**config.mk**
```make
export PLATFORM = sky130hd
export DESIGN_NAME = idec_top
export DESIGN_NICKNAME = d
export VERILOG_FILES = /design/src/rtl/idec_pkg.sv /design/src/rtl/idec_order.sv /design/src/rtl/idec_ctl.sv /design/src/rtl/idec_imm.sv /design/src/rtl/idec_top.sv
export SDC_FILE = /design/constraint.sdc
export NUM_CORES = 1
export LEC_CHECK = 0
export BUFFER_PORTS_ARGS = -buffer_cell sky130_fd_sc_hd__clkbuf_2
export CORE_UTILIZATION = 53
export CTS_BUF_LIST = sky130_fd_sc_hd__clkbuf_4 sky130_fd_sc_hd__clkbuf_8 sky130_fd_sc_hd__clkbuf_16
export DETAILED_ROUTE_END_ITERATION = 6
export PLACE_DENSITY_LB_ADDON = 0.25
export SKIP_LAST_GASP = 1
export SYNTH_ARGS = -nofsm -noshare
export SYNTH_HDL_FRONTEND = slang
export SYNTH_SLANG_ARGS = --single-unit
```
**constraint.sdc**
```tcl
create_clock -name clk -period 3.8 [get_ports clk]
set_input_delay 0.19 -clock clk [delete_from_list [all_inputs] [get_ports clk]]
set_output_delay 0.19 -clock clk [all_outputs]
set_load 0.1 [all_outputs]
```
**src/rtl/idec_pkg.sv**
```systemverilog
package idec_pkg;

    localparam int REG_W  = 5;
    localparam int INSN_W = 32;

    typedef enum logic [2:0] {
        OP_NOP     = 3'd0,
        OP_ADD     = 3'd1,
        OP_AND     = 3'd2,
        OP_OR      = 3'd3,
        OP_LOAD    = 3'd4,
        OP_STORE   = 3'd5,
        OP_ILLEGAL = 3'd7
    } op_e;

    typedef enum logic [2:0] {
        IMM_NONE = 3'd0,
        IMM_ULO  = 3'd1,
        IMM_UHI  = 3'd2,
        IMM_SLO  = 3'd3,
        IMM_SHI  = 3'd4
    } imm_e;

    typedef struct packed {
        op_e              op;
        logic             wr_en;
        logic [REG_W-1:0] wr;
        logic             rd1_en;
        logic [REG_W-1:0] rd1;
        logic             rd2_en;
        logic [REG_W-1:0] rd2;
        logic             rd3_en;
        logic [REG_W-1:0] rd3;
        imm_e             mode;
        logic             rc;
        logic             upd;
        logic [3:0]       len;
    } ctl_t;

    localparam logic [5:0] PO_ADDI  = 6'd14;
    localparam logic [5:0] PO_ADDIS = 6'd15;
    localparam logic [5:0] PO_ORI   = 6'd24;
    localparam logic [5:0] PO_ANDIR = 6'd28;
    localparam logic [5:0] PO_EXT   = 6'd31;
    localparam logic [5:0] PO_LWZ   = 6'd32;
    localparam logic [5:0] PO_LWZU  = 6'd33;
    localparam logic [5:0] PO_LBZ   = 6'd34;
    localparam logic [5:0] PO_STW   = 6'd36;
    localparam logic [5:0] PO_STWU  = 6'd37;
    localparam logic [5:0] PO_STB   = 6'd38;
    localparam logic [5:0] PO_LHZ   = 6'd40;
    localparam logic [5:0] PO_STH   = 6'd44;

    localparam logic [9:0] XO_ADD  = 10'd266;
    localparam logic [9:0] XO_AND  = 10'd28;
    localparam logic [9:0] XO_OR   = 10'd444;
    localparam logic [9:0] XO_LWZX = 10'd23;
    localparam logic [9:0] XO_STWX = 10'd151;

    localparam logic [INSN_W-1:0] NOP_WORD = 32'h6000_0000;

endpackage

```
**src/rtl/idec_order.sv**
```systemverilog
// Byte-order normaliser: reverses byte lanes when the word is little-endian.
module idec_order #(
    parameter int W = 32
) (
    input  logic [W-1:0] raw_i,
    input  logic         big_endian_i,
    output logic [W-1:0] word_o
);
    localparam int NB = W / 8;

    logic [W-1:0] swapped;

    for (genvar b = 0; b < NB; b++) begin : g_lane
        assign swapped[8*b +: 8] = raw_i[8*(NB-1-b) +: 8];
    end

    assign word_o = big_endian_i ? raw_i : swapped;
endmodule

```
**src/rtl/idec_ctl.sv**
```systemverilog
// Field decode: operation class, register routing, flags, immediate mode.
module idec_ctl
    import idec_pkg::*;
(
    input  logic [INSN_W-1:0] word_i,
    output ctl_t              ctl_o,
    output logic [15:0]       field_o
);
    logic [5:0]       prim;
    logic [9:0]       xo;
    logic [REG_W-1:0] f_hi;
    logic [REG_W-1:0] f_mid;
    logic [REG_W-1:0] f_lo;
    logic             rbit;

    assign prim    = word_i[31:26];
    assign xo      = word_i[10:1];
    assign f_hi    = word_i[25:21];
    assign f_mid   = word_i[20:16];
    assign f_lo    = word_i[15:11];
    assign rbit    = word_i[0];
    assign field_o = word_i[15:0];

    always_comb begin
        ctl_o    = '0;
        ctl_o.op = OP_ILLEGAL;
        case (prim)
            PO_ADDI, PO_ADDIS: begin
                ctl_o.op     = OP_ADD;
                ctl_o.wr_en  = 1'b1;
                ctl_o.wr     = f_hi;
                ctl_o.rd1_en = 1'b1;
                ctl_o.rd1    = f_mid;
                ctl_o.mode   = (prim == PO_ADDIS) ? IMM_SHI : IMM_SLO;
            end
            PO_ORI, PO_ANDIR: begin
                ctl_o.op     = (prim == PO_ORI) ? OP_OR : OP_AND;
                ctl_o.wr_en  = 1'b1;
                ctl_o.wr     = f_mid;
                ctl_o.rd3_en = 1'b1;
                ctl_o.rd3    = f_hi;
                ctl_o.mode   = IMM_ULO;
                ctl_o.rc     = (prim == PO_ANDIR);
            end
            PO_LWZ, PO_LWZU, PO_LBZ, PO_LHZ: begin
                ctl_o.op     = OP_LOAD;
                ctl_o.wr_en  = 1'b1;
                ctl_o.wr     = f_hi;
                ctl_o.rd1_en = 1'b1;
                ctl_o.rd1    = f_mid;
                ctl_o.mode   = IMM_SLO;
                ctl_o.upd    = (prim == PO_LWZU);
                ctl_o.len    = (prim == PO_LBZ) ? 4'd1 :
                               (prim == PO_LHZ) ? 4'd2 : 4'd4;
            end
            PO_STW, PO_STWU, PO_STB, PO_STH: begin
                ctl_o.op     = OP_STORE;
                ctl_o.rd1_en = 1'b1;
                ctl_o.rd1    = f_mid;
                ctl_o.rd3_en = 1'b1;
                ctl_o.rd3    = f_hi;
                ctl_o.mode   = IMM_SLO;
                ctl_o.upd    = (prim == PO_STWU);
                ctl_o.len    = (prim == PO_STB) ? 4'd1 :
                               (prim == PO_STH) ? 4'd2 : 4'd4;
            end
            PO_EXT: begin
                case (xo)
                    XO_ADD: begin
                        ctl_o.op     = OP_ADD;
                        ctl_o.wr_en  = 1'b1;
                        ctl_o.wr     = f_hi;
                        ctl_o.rd1_en = 1'b1;
                        ctl_o.rd1    = f_mid;
                        ctl_o.rd2_en = 1'b1;
                        ctl_o.rd2    = f_lo;
                        ctl_o.rc     = rbit;
                    end
                    XO_AND, XO_OR: begin
                        ctl_o.op     = (xo == XO_OR) ? OP_OR : OP_AND;
                        ctl_o.wr_en  = 1'b1;
                        ctl_o.wr     = f_mid;
                        ctl_o.rd3_en = 1'b1;
                        ctl_o.rd3    = f_hi;
                        ctl_o.rd2_en = 1'b1;
                        ctl_o.rd2    = f_lo;
                        ctl_o.rc     = rbit;
                    end
                    XO_LWZX, XO_STWX: begin
                        ctl_o.rd1_en = 1'b1;
                        ctl_o.rd1    = f_mid;
                        ctl_o.rd2_en = 1'b1;
                        ctl_o.rd2    = f_lo;
                        ctl_o.len    = 4'd4;
                        if (xo == XO_LWZX) begin
                            ctl_o.op    = OP_LOAD;
                            ctl_o.wr_en = 1'b1;
                            ctl_o.wr    = f_hi;
                        end else begin
                            ctl_o.op     = OP_STORE;
                            ctl_o.rd3_en = 1'b1;
                            ctl_o.rd3    = f_hi;
                        end
                    end
                    default: ;
                endcase
            end
            default: ;
        endcase
        if (word_i == NOP_WORD) begin
            ctl_o = '0;
        end
    end
endmodule

```
**src/rtl/idec_imm.sv**
```systemverilog
// Immediate extension in one of four modes.
module idec_imm
    import idec_pkg::*;
#(
    parameter int XLEN = 64
) (
    input  logic [15:0]     field_i,
    input  imm_e            mode_i,
    output logic [XLEN-1:0] imm_o
);
    logic [31:0] shifted;

    assign shifted = {field_i, 16'h0000};

    always_comb begin
        unique case (mode_i)
            IMM_ULO: imm_o = XLEN'(field_i);
            IMM_UHI: imm_o = XLEN'(shifted);
            IMM_SLO: imm_o = XLEN'($signed(field_i));
            IMM_SHI: imm_o = XLEN'($signed(shifted));
            default: imm_o = '0;
        endcase
    end
endmodule

```
**src/rtl/idec_top.sv**
```systemverilog
module idec_top
    import idec_pkg::*;
#(
    parameter int XLEN    = 64,
    parameter bit REG_OUT = 1'b1
) (
    input  logic              clk,
    input  logic              rst_n,
    input  logic [31:0]       insn_i,
    input  logic              big_endian_i,
    output logic [2:0]        op_o,
    output logic              wr_en_o,
    output logic [4:0]        wr_reg_o,
    output logic              rd1_en_o,
    output logic [4:0]        rd1_reg_o,
    output logic              rd2_en_o,
    output logic [4:0]        rd2_reg_o,
    output logic              rd3_en_o,
    output logic [4:0]        rd3_reg_o,
    output logic [XLEN-1:0]   imm_o,
    output logic [2:0]        imm_mode_o,
    output logic              rc_o,
    output logic              upd_o,
    output logic [3:0]        len_o
);
    typedef struct packed {
        ctl_t            ctl;
        logic [XLEN-1:0] imm;
    } dec_t;

    logic [INSN_W-1:0] word;
    logic [15:0]       field;
    dec_t              dec_d;
    dec_t              dec_q;

    idec_order #(.W(INSN_W)) u_order (
        .raw_i        (insn_i),
        .big_endian_i (big_endian_i),
        .word_o       (word)
    );

    idec_ctl u_ctl (
        .word_i  (word),
        .ctl_o   (dec_d.ctl),
        .field_o (field)
    );

    idec_imm #(.XLEN(XLEN)) u_imm (
        .field_i (field),
        .mode_i  (dec_d.ctl.mode),
        .imm_o   (dec_d.imm)
    );

    if (REG_OUT) begin : g_reg
        always_ff @(posedge clk) begin
            if (!rst_n) begin
                dec_q <= '0;
            end else begin
                dec_q <= dec_d;
            end
        end
    end else begin : g_comb
        assign dec_q = dec_d;
    end

    assign op_o       = dec_q.ctl.op;
    assign wr_en_o    = dec_q.ctl.wr_en;
    assign wr_reg_o   = dec_q.ctl.wr;
    assign rd1_en_o   = dec_q.ctl.rd1_en;
    assign rd1_reg_o  = dec_q.ctl.rd1;
    assign rd2_en_o   = dec_q.ctl.rd2_en;
    assign rd2_reg_o  = dec_q.ctl.rd2;
    assign rd3_en_o   = dec_q.ctl.rd3_en;
    assign rd3_reg_o  = dec_q.ctl.rd3;
    assign imm_o      = dec_q.imm;
    assign imm_mode_o = dec_q.ctl.mode;
    assign rc_o       = dec_q.ctl.rc;
    assign upd_o      = dec_q.ctl.upd;
    assign len_o      = dec_q.ctl.len;
endmodule

```
Yosys cells after proc, flatten, opt, wreduce, memory -nomap -nowiden
Cells that the tools add are included.
{"block": "word_totals", "ff_bits": 100, "input_bits": 35, "wordCells": 83}
{"block": "classes", "eq_ne": 23, "muxes": 27, "bitwise": 3, "reduce_logical": 16}
{"op": "one-hot mux 64 bit (4 select lines)", "count": 1}
{"op": "equality test 6 bit (second input constant)", "count": 8}
{"op": "one-hot mux 6 bit (2 select lines)", "count": 3}
{"op": "equality test 32 x 31 -> 1 bit (second input constant)", "count": 1}
{"op": "two-way mux 32 bit", "count": 1}
{"op": "one-hot mux 9 bit (3 select lines)", "count": 1}
{"op": "two-way mux 6 bit", "count": 4}
{"op": "equality test 10 x 5 -> 1 bit (second input constant)", "count": 2}
{"op": "equality test 10 x 9 -> 1 bit (second input constant)", "count": 2}
{"op": "equality test 6 x 5 -> 1 bit (second input constant)", "count": 3}
{"op": "one-hot mux 6 bit (3 select lines)", "count": 1}
{"op": "one-hot mux 3 bit (5 select lines)", "count": 1}
{"op": "equality test 6 x 4 -> 1 bit (second input constant)", "count": 2}
{"op": "two-way mux 3 bit", "count": 4}
{"op": "one-hot mux 4 bit (3 select lines)", "count": 1}
{"op": "OR reduction 4 bit", "count": 3}
{"op": "OR reduction 6 bit", "count": 2}
{"op": "equality test 10 x 8 -> 1 bit (second input constant)", "count": 1}
{"op": "OR reduction 10 bit", "count": 1}
{"op": "OR reduction 2 bit", "count": 5}
{"op": "two-way mux 9 bit", "count": 1}
{"op": "one-hot mux 3 bit (3 select lines)", "count": 1}
{"op": "OR reduction 3 bit", "count": 3}
{"op": "two-way mux 4 bit", "count": 2}
{"op": "other kinds (8)", "count": 15}

Longest topological paths before layout
{"block": "logic_depth", "word_depth": 8, "depth_mapped": 11, "mapped_depth_nobuf": 6}

Hierarchy
From an unflattened synthesis, not the netlist that was laid out.
{"block": "hier_totals", "hier_cells": 459, "hier_area_um2": 4825.9}
{"module": "idec_top", "n_inst": 1, "cells_each": 210, "area_each_um2": 2788.9}
{"module": "idec_ctl", "n_inst": 1, "cells_each": 123, "area_each_um2": 890.9}
{"module": "idec_imm", "n_inst": 1, "cells_each": 90, "area_each_um2": 601.8}
{"module": "idec_order", "n_inst": 1, "cells_each": 36, "area_each_um2": 544.3}

Least setup slack after synthesis
No wires, ideal clock.
{"block": "synth_path", "kind": "reg2out", "start": "register imm_o[62] (netlist name)", "end": "output port imm_o[33]", "arrival_time_ps": 1895, "t_required_ps": 3610, "setup_slack_ps": 1715, "path_stages_with_launch": 2, "cell_sequence": "dfxtp_1 -> buf_4"}
{"element": "end, declared", "line_no": "idec_top.sv:20", "rtl": "output logic [XLEN-1:0] imm_o,"}

Final worst setup path
{"block": "layout_path", "start": "input port big_endian_i", "end": "register dec_q (netlist bit imm_o[13])"}
{"block": "layout_between", "elab_chain_len": 7, "elab_cells_between_ends": 25, "cone_classes": "eq/ne: 17; mux: 5; reduce/logical: 3"}
{"element": "start, declared", "line_no": "idec_top.sv:10", "rtl": "input logic big_endian_i,"}
{"element": "two-way mux 32 bit *", "line_no": "idec_order.sv:17", "rtl": "assign word_o = big_endian_i ? raw_i : swapped;"}
{"element": "equality test 6 bit, or another cell as far along", "line_no": "idec_ctl.sv:27", "rtl": "case (prim)"}
{"element": "OR reduction 8 bit (no source line), or another cell as far along"}
{"element": "one-hot mux 3 bit (3 select lines)", "line_no": "idec_ctl.sv:27"}
{"element": "two-way mux 9 bit", "line_no": "idec_ctl.sv:110", "rtl": "if (word_i == NOP_WORD) begin"}
{"element": "equality test 3 bit, or another cell as far along", "line_no": "idec_imm.sv:16", "rtl": "unique case (mode_i)"}
{"element": "one-hot mux 64 bit (4 select lines) *", "line_no": "idec_imm.sv:16"}
{"element": "end signal, assigned", "line_no": "idec_top.sv:57", "rtl": "dec_q <= '0;"}
{"element": "end signal, assigned", "line_no": "idec_top.sv:59", "rtl": "dec_q <= dec_d;"}
{"element": "end, declared", "line_no": "idec_top.sv:34", "rtl": "dec_t dec_q;"}
Mark *: on every way between the ends. The rest lies on a longest branch, timed or not.
A chain may end at the register's enable or synchronous reset.

==> run metrics <==
Max Cap Viol=0; Hold Crit Class=in2reg; fin crit share=roughly 67%; Yosys top cell area share=39.5%; ANT cells=0; first-pass GRT wire length=about 13 mm; DRC Markers=0; Ports=135; synth warn=0; Max Buffers Root-to-Sink=2; Hold-fix buffers, CTS=0; post-synthesis sequential area ratio=roughly 40%; clk sinks=68; Die Width=82.6 µm; Tmin final=2.53 ns; Starting Density=54.6%; Vias/cell=5.49; HPWL Detailed=6.18 mm; clock-pin slew on the worst setup and hold paths=about 0.070 ns; routed len/inst=~16 µm; Static Leak=1.91 nW; Detailed Routing Iterations Pass 1=5; syn avg cell area=9.19 µm²; CP max FO=46; Post-Syn Area=3450 µm²; Seq cells post-synth=68; pwr/cell area=439 nW/µm²; Final setup viols=0; Hold Violations, Final=0; Final nets=501; most frequent cells in the layout=clkbuf_2 (133), dfxtp_1 (68), nor2_1 (56); Unique masters post-synth=just under 60; Post-Place Cells=532; CP required=4.03 ns; Total GRT Usage=between 20% and 30%; Routed Antenna Nets=0; Die Y=82.6 µm; DR vias=3011; worst slew pin tran=between 0.7 and 0.8 ns; Setup Total Neg Slack=0 ns; Cells after Synth=about 380; hold path startpoint=insn_i[23]; FMAX=~400 MHz; CTS tree=yes; ys async rst share=0%; TritonCTS buffer count=9; VDD IR max=0.000257 V; Post-synth EDFFs=0; htree depth=3; root buf cell=clkbuf_8; Row Count=29; CP Data Arrival Time=2.76 ns; run status=completed; ys flop type=dfxtp_1; Core Footprint=6310 µm²; pin count of the biggest net entering global routing=47; Overflow after GRT=0; fin cells=roughly 550; area delta synth->final=17.8%; Synth area leader=dfxtp_1; initial antenna violation count=0; FILL cells=573; most common cell after layout, fill and taps aside=clkbuf_2; CP Launch Type=input pin; Setup crit start=big_endian_i; Die ar.=about 6800 µm²; Worst slew margin=a little under half; endpoint class of the critical path=flop; number of global-route vias before repair=2682; layout cells sized above 1=a little under two fifths; post_cts resized=0; Area contributors post-synth=dfxtp_1 (40%), buf_4 (7.4%), mux2i_1 (7.3%); final wirelength=8.59 mm; RePlAce Congestion=slightly above 0.9; Syn Nets=410; post-CTS setup buffers=0; DR iter-0 viols=between 200 and 250; Final Max Slew Viols=0; port bufs=133; RSZ-0062 raised after global routing=no; category of the most critical setup path=in2reg
[flip-flops by register name, indices dropped and copies added, names as in the netlist, 3 cells and up]
signal      flops
rd3_reg_o       5
imm_o          33
imm_mode_o      3
rd1_reg_o       5
len_o           3
wr_reg_o        5
op_o            3
rd2_reg_o       5
[stage by stage]
stage | utilization, % | hold WS, ns | instance area [µm²] | setup WS, ns | power (mW)
finish | 64.3 | 0.160 | 4060 | 1.27 | 1.78
global route | 64.3 | 0.194 | 4060 | 1.05 | 1.84
CTS | 64.3 | 0.154 | 4060 | 1.28 | 1.78
detailed placement | 61.0 | 0.520 | 3850 | 0.926 | 1.17
global placement | 61.0 | 0.531 | 3850 | 1.06 | 1.17
floorplan | - | 0.353 | 3450 | 1.71 | 1.11
[critical path, cell delays in order]
cell      delay [ns]
clkbuf_2        0.35
buf_12          0.33
nor4_2          0.31
o22ai_1         0.22
o41ai_4         0.82
o21bai_4        0.39
nor2_1          0.11
[cell type report]
| cell class | instances | area, µm² | share of cell area (%) |
|---|---|---|---|
| clock buffer | 11 | 151 | 3.73 |
| sequential | 68 | 1360 | 33.5 |
| inverter | 11 | 41.3 | 1.02 |
| tap | 77 | 96.3 | 2.37 |
| timing repair buffer | 135 | 693 | 17.1 |
| multi-input combinational | 241 | 1660 | 40.8 |
| clock inverter | 5 | 60.1 | 1.48 |
[final timing paths]
| path | cells past startpoint | end |
|---|---|---|
| hold / removal | 3 | rd2_reg_o[4]$_SDFF_PP0_ |
| setup / recovery | 7 | imm_o[13]$_SDFF_PN0_ |
[cell families (layout without fill, tap and decap cells)]
| group | after synthesis | in the layout | share of synthesized area [%] |
|---|---|---|---|
| compound gates | 80 | 80 | 18.0 |
| buf+inv | 66 | 162 | 12.4 |
| flops | 68 | 68 | 39.5 |
| mux | 30 | 30 | 8.90 |
| other cells | 1 | 1 | 0.109 |
| simple gates | 130 | 130 | 21.1 |
[Yosys cell counts, drive strengths merged, types with 4 or more instances]
cell,instances
nor2b,5
nand2,17
clkbuf,9
o21bai,8
nand2b,4
mux2,5
nor4,8
dfxtp,68
nor2,56
mux2i,25
o22ai,4
nor3,10
buf,46
o21ai,9
a21oi,14
nor3b,6
o21a,21
a32oi,4
inv,11
[layer usage]
layer  global-route usage, %  part of all wire (%)  vias to the layer above
met5                       0                     0                        -
met2                    40.4                    46                      152
met3                    4.95                   6.8                       23
li1                        -                     -                     1464
met4                    13.8                   2.7                        0
met1                    33.9                    45                     1372
[report_power, final]
part           total (mW)  switching, mW  internal (mW)  leakage, nW
Sequential          0.738        0.00695          0.731        0.551
Combinational       0.420          0.336         0.0836         1.26
Clock               0.623          0.283          0.340        0.106
No activity file was read; power rests on OpenSTA's default activity.
